$ cat src/rtl/burst_addr_gen.sv
module burst_addr_gen #(
  parameter int ADDR_W = 19
) (
  input  logic              clk,
  input  logic              rst_n,
  input  logic              strobe_p,
  input  logic              strobe_c,
  input  logic              advance,
  input  logic              order_sel,
  input  logic [ADDR_W-1:0] addr_in,
  output logic [ADDR_W-1:0] addr_out
);
  localparam int HI_W = ADDR_W - 2;

  logic [HI_W-1:0] base_hi;
  logic [1:0]      seed;
  logic [1:0]      beat;
  logic [1:0]      low;
  logic            start;

  assign start = strobe_p | strobe_c;

  always_ff @(posedge clk or negedge rst_n) begin
    if (!rst_n) begin
      base_hi <= '0;
      seed    <= '0;
      beat    <= '0;
    end else if (start) begin
      base_hi <= addr_in[ADDR_W-1:2];
      seed    <= addr_in[1:0];
      beat    <= '0;
    end else if (advance) begin
      beat <= beat + 2'd1;
    end
  end

  assign low      = order_sel ? (seed ^ beat) : (seed + beat);
  assign addr_out = {base_hi, low};
endmodule

$ cat config.mk
export PLATFORM = sky130hd
export DESIGN_NAME = burst_addr_gen
export DESIGN_NICKNAME = d
export VERILOG_FILES = /design/src/rtl/burst_addr_gen.sv
export SDC_FILE = /design/constraint.sdc
export NUM_CORES = 1
export LEC_CHECK = 0
export BUFFER_PORTS_ARGS = -buffer_cell sky130_fd_sc_hd__buf_2
export CAP_MARGIN = 20
export CORE_AREA = 4 4 49 51
export CTS_BUF_LIST = sky130_fd_sc_hd__clkbuf_2 sky130_fd_sc_hd__clkbuf_4 sky130_fd_sc_hd__clkbuf_8
export CTS_CLUSTER_DIAMETER = 200
export DETAILED_ROUTE_END_ITERATION = 16
export DIE_AREA = 0 0 53 55
export GPL_ROUTABILITY_DRIVEN = 1
export PLACE_DENSITY = 0.8
export REMOVE_ABC_BUFFERS = 1
export SYNTH_ARGS = -nofsm -noshare
export SYNTH_HDL_FRONTEND = slang
export SYNTH_SLANG_ARGS = --single-unit
$ cat constraint.sdc
create_clock -name clk -period 1.2 [get_ports clk]
set_clock_uncertainty 0.1 [all_clocks]
set_input_delay 0.06 -clock clk [delete_from_list [all_inputs] [get_ports clk]]
set_output_delay 0.06 -clock clk [all_outputs]
set_load 0.02 [all_outputs]
==> impl_metrics.prom <==
# TYPE chip_impl_metric gauge
chip_impl_metric{name="maxClockFrequency",unit="MHz"} 706
chip_impl_metric{name="first_global_vias",unit=""} 733
chip_impl_metric{name="synthSimpleGateAreaFrac",unit="%"} 2.89
chip_impl_metric{name="placeableCoreArea",unit="mm2"} 0.00194
chip_impl_metric{name="drc",unit=""} 0
chip_impl_metric{name="synth_seq_cells",unit=""} 21
chip_impl_metric{name="fp.dieH",unit="um"} 55
chip_impl_metric{name="global_route.overflow_total",unit=""} 0
chip_impl_metric{name="muxShareOfSynthArea",unit="%"} 30.9
chip_impl_info{name="crit_chain",value="ha_2 > nor2b_4 > xnor2_1 > buf_4"} 1
chip_impl_metric{name="via_per_inst",unit=""} 4.46
chip_impl_metric{name="final_antenna_net_count",unit=""} 0
chip_impl_metric{name="detail_route.wl_per_cell",unit="um"} 13.6
chip_impl_metric{name="maxCapViolCount",unit=""} 0
chip_impl_metric{name="grt_first_pass_wirelength",unit="um"} 3210
chip_impl_metric{name="clock_path_buffers",unit=""} 2
chip_impl_metric{name="total_internal_power",unit="mW"} 1.11
chip_impl_info{name="cp-endpoint",value="addr_out[1]"} 1
chip_impl_metric{name="multi_input_comb_area",unit="um2"} 372
chip_impl_info{name="holdCritPathClass",value="in -> async"} 1
chip_impl_metric{name="layout.cells.non_filler",unit=""} 149
chip_impl_metric{name="grt_max_degree",unit=""} 22
chip_impl_metric{name="async_flop_share",unit="%"} 100
chip_impl_info{name="most_frequently_used_flop_master_after_synthesis",value="dfrtp_1"} 1
chip_impl_info{name="crit-reg2reg-capture",value="beat[1]"} 1
chip_impl_metric{name="yosysUniqueCellTypes",unit=""} 12
chip_impl_metric{name="synth_compound_gate_area_share",unit="%"} 1.65
chip_impl_metric{name="area.growth.synth_to_final",unit="%"} 56.4
chip_impl_metric{name="grt.total_usage",unit="%"} 15.6
chip_impl_info{name="failing_checks",value="negative setup slack"} 1
chip_impl_metric{name="clock_power_share",unit="%"} 21.4
chip_impl_metric{name="floorplan.die_area",unit="mm2"} 0.00292
chip_impl_info{name="timing.critical_path.max_delay_family",value="flip-flops"} 1
chip_impl_info{name="outcome",value="finished, violations left"} 1
chip_impl_metric{name="synth_xor_area_share",unit="%"} 2.89
chip_impl_metric{name="cp.required",unit="ns"} 1.04
chip_impl_metric{name="gp_congestion",unit=""} 0.571
chip_impl_info{name="netlist.top_cell.by_area",value="dfrtp_1"} 1
chip_impl_metric{name="netlist_area_pre_place",unit="um2"} 910
chip_impl_metric{name="worst-path-max-fanout",unit=""} 2
chip_impl_metric{name="cp_data_arrival_time",unit="ns"} 1.26
chip_impl_metric{name="count_of_final_max_slew_check_failures",unit=""} 0
chip_impl_metric{name="finalCriticalPeriod",unit="ns"} 1.42
chip_impl_metric{name="via_count",unit=""} 665
chip_impl_metric{name="chipWidth",unit="um"} 53
chip_impl_metric{name="timing.reg2reg.worst_path_depth",unit=""} 4
chip_impl_metric{name="numPortBuffers",unit=""} 43
chip_impl_metric{name="fillerInstances",unit=""} 135
chip_impl_metric{name="postSynthCellCount",unit=""} 52
chip_impl_metric{name="cp_num_cells",unit=""} 4
chip_impl_info{name="netlist_top_cells_count",value="21 x dfrtp_1, 18 x mux2_4, 3 x xnor2_1"} 1
chip_impl_metric{name="timing.final.hold_violations",unit=""} 0
chip_impl_info{name="yosys-top-cells-area",value="dfrtp_1 58%, mux2_4 30%, xnor2_1 2.9%"} 1
chip_impl_info{name="critPathLaunchType",value="flip-flop"} 1
chip_impl_info{name="synth_top_family_by_area",value="multiplexers"} 1
chip_impl_metric{name="power.ir.vdd_worst",unit="mV"} 0.642
chip_impl_metric{name="final-seq-area",unit="um2"} 526
chip_impl_metric{name="place.detailed.instances",unit=""} 121
chip_impl_metric{name="drive_above_1_share",unit="%"} 60.7
chip_impl_metric{name="antenna_cells",unit=""} 0
chip_impl_metric{name="timing.max_slew.rel_slack",unit="%"} 69.2
chip_impl_info{name="grt_setup_unrepaired",value="yes"} 1
chip_impl_metric{name="max_stage_delay",unit="ns"} 0.40
chip_impl_info{name="endpoint_kind",value="output pin"} 1
chip_impl_metric{name="initial_util",unit="%"} 46.8
chip_impl_metric{name="cts_inserted_buffers",unit=""} 3
chip_impl_metric{name="synth-warning-count",unit=""} 0
chip_impl_metric{name="syn_area_per_cell",unit="um2"} 17.5
chip_impl_metric{name="fp-row-count",unit=""} 16
chip_impl_metric{name="crit_buf_inv",unit=""} 1
chip_impl_info{name="cts_root_buf",value="clkbuf_4"} 1
chip_impl_metric{name="p_per_area",unit="mW/mm2"} 1070
chip_impl_metric{name="finalWorstSetupSlack",unit="ns"} -0.216
chip_impl_metric{name="routed_wl",unit="um"} 2030
chip_impl_metric{name="setup_viol",unit=""} 2
chip_impl_metric{name="sw_frac_of_total",unit="%"} 26.8
chip_impl_metric{name="timing.final.crit_share",unit="%"} 118
chip_impl_metric{name="yosys.area_share.adder",unit="%"} 1.38
chip_impl_metric{name="drt_pre_antenna_iters",unit=""} 4
chip_impl_metric{name="p_leak",unit="nW"} 0.737
chip_impl_metric{name="cts_num_sinks",unit=""} 21
chip_impl_metric{name="antenna_found_initial",unit=""} 0
chip_impl_metric{name="worstMarginPinSlew",unit="ns"} 0.463
chip_impl_info{name="worstSetupStartpoint",value="seed[0]"} 1
chip_impl_metric{name="detail_route.iter0.violations",unit=""} 2
chip_impl_info{name="synth.most_common_cell",value="dfrtp_1"} 1
chip_impl_info{name="worstReg2RegStart",value="beat[0]"} 1
chip_impl_metric{name="ioPinCount",unit=""} 44
chip_impl_metric{name="nets",unit=""} 149
chip_impl_metric{name="power.sequential.fraction",unit="%"} 52.4
chip_impl_metric{name="r2r_slack",unit="ns"} 0.08
chip_impl_metric{name="power_frac_comb",unit="%"} 26.2
chip_impl_metric{name="yosys.area.top_type_share",unit="%"} 57.8
chip_impl_metric{name="clk_pin_slew_worst_paths",unit="ns"} 0.11
chip_impl_metric{name="clkLatencyLatePin",unit="ns"} 0.29
chip_impl_info{name="setup.worst_path.class",value="reg -> out"} 1
chip_impl_metric{name="synth_sequential_area_ratio",unit="%"} 57.8
chip_impl_metric{name="p_switching",unit="mW"} 0.407
chip_impl_metric{name="ctsHtreeMaxLevel",unit=""} 1
chip_impl_info{name="critPathSlowestCell",value="dfrtp_1"} 1
chip_impl_metric{name="sum_of_negative_setup_slack",unit="ns"} -0.310
chip_impl_metric{name="synth-edff-count",unit=""} 0
chip_impl_info{name="cts_tree",value="yes"} 1
## layer usage
metal  track usage (%)  wire length, um
met4              6.38               12
met2              28.9             1080
met3              2.68               99
met5                 0                0
met1              17.9              834
## what timing repair did
item,4_1_cts,5_1_grt
hold endpoints to repair,42,0
gates resized for setup,5,1
buffers inserted,2,1
pin swaps,2,2
hold buffers,21,0
endpoints found under the setup margin,2,2
## logic make-up after synthesis
kind of cell | after synthesis
flip-flops | 21
multiplexers | 19
AND/OR/NAND/NOR | 4
XOR/XNOR | 3
AO/OA/AOI/OAI | 2
buffers and inverters | 2
adder cells (fa/ha/maj) | 1
## layout by cell type (no fill, tap or decap)
master,count
buf_4,5
a21bo_2,1
clkinv_2,1
mux2_2,1
or2_4,1
nand3b_1,1
clkbuf_4,3
dlygate4sd3_1,21
nor2b_4,1
mux2_4,18
dfrtp_1,21
xnor2_1,3
buf_6,1
a21oi_1,1
ha_2,1
nor2_1,1
buf_2,41
## worst reg2reg max path: stages, from the launching register on
cell	delay, ns
dfrtp_1	0.40
buf_4	0.13
buf_4	0.13
a21bo_2	0.18
a21oi_1	0.11
## worst min-delay path by stage
| stage | start | end | slack, ns | cells after the start |
|---|---|---|---|---|
| after global placement | rst_n | base_hi[2] | -0.07 | 1 |
| after detailed placement | rst_n | base_hi[2] | -0.06 | 1 |
| after CTS | rst_n | base_hi[2] | 0.14 | 2 |
| after floorplan | rst_n | base_hi[0] | -0.34 | 0 |
| final | rst_n | base_hi[16] | 0.16 | 2 |
| after global routing | rst_n | base_hi[2] | 0.19 | 2 |
## area by class of cell
type / instances / area share, %
Sequential cell: 21 / 36.9
Timing Repair Buffer: 68 / 32.6
Multi-Input combinational cell: 29 / 26.1
Tap cell: 27 / 2.37
Clock buffer: 3 / 1.58
Clock inverter: 1 / 0.352
## state kept, by name (all words and copies together), names as in the netlist
signal   cells
base_hi     17
beat         2
seed         2
## per-stage QoR
| stage | util [%] | hold slack, ns | instance area, um2 | setup WS, ns | total power [mW] |
|---|---|---|---|---|---|
| finish | 73.3 | 0.165 | 1420 | -0.216 | 1.52 |
| CTS | 72.7 | 0.144 | 1410 | -0.268 | 1.53 |
| floorplan | - | -0.336 | 887 | -0.0312 | 1.00 |
| detailed placement | 58.9 | -0.0614 | 1140 | 0.0628 | 1.13 |
| global route | 73.3 | 0.195 | 1420 | -0.269 | 1.60 |
| global placement | 58.9 | -0.0704 | 1140 | 0.0817 | 1.12 |
## power groups by stage
stage | Sequential (mW) | Combinational [mW] | Clock, mW
after floorplan | 0.868 | 0.134 | 0
after global placement | 0.806 | 0.316 | 0
after detailed placement | 0.808 | 0.323 | 0
after CTS | 0.797 | 0.392 | 0.339
after global routing | 0.802 | 0.425 | 0.375
final | 0.795 | 0.397 | 0.325
No activity file was read; power rests on OpenSTA's default activity.
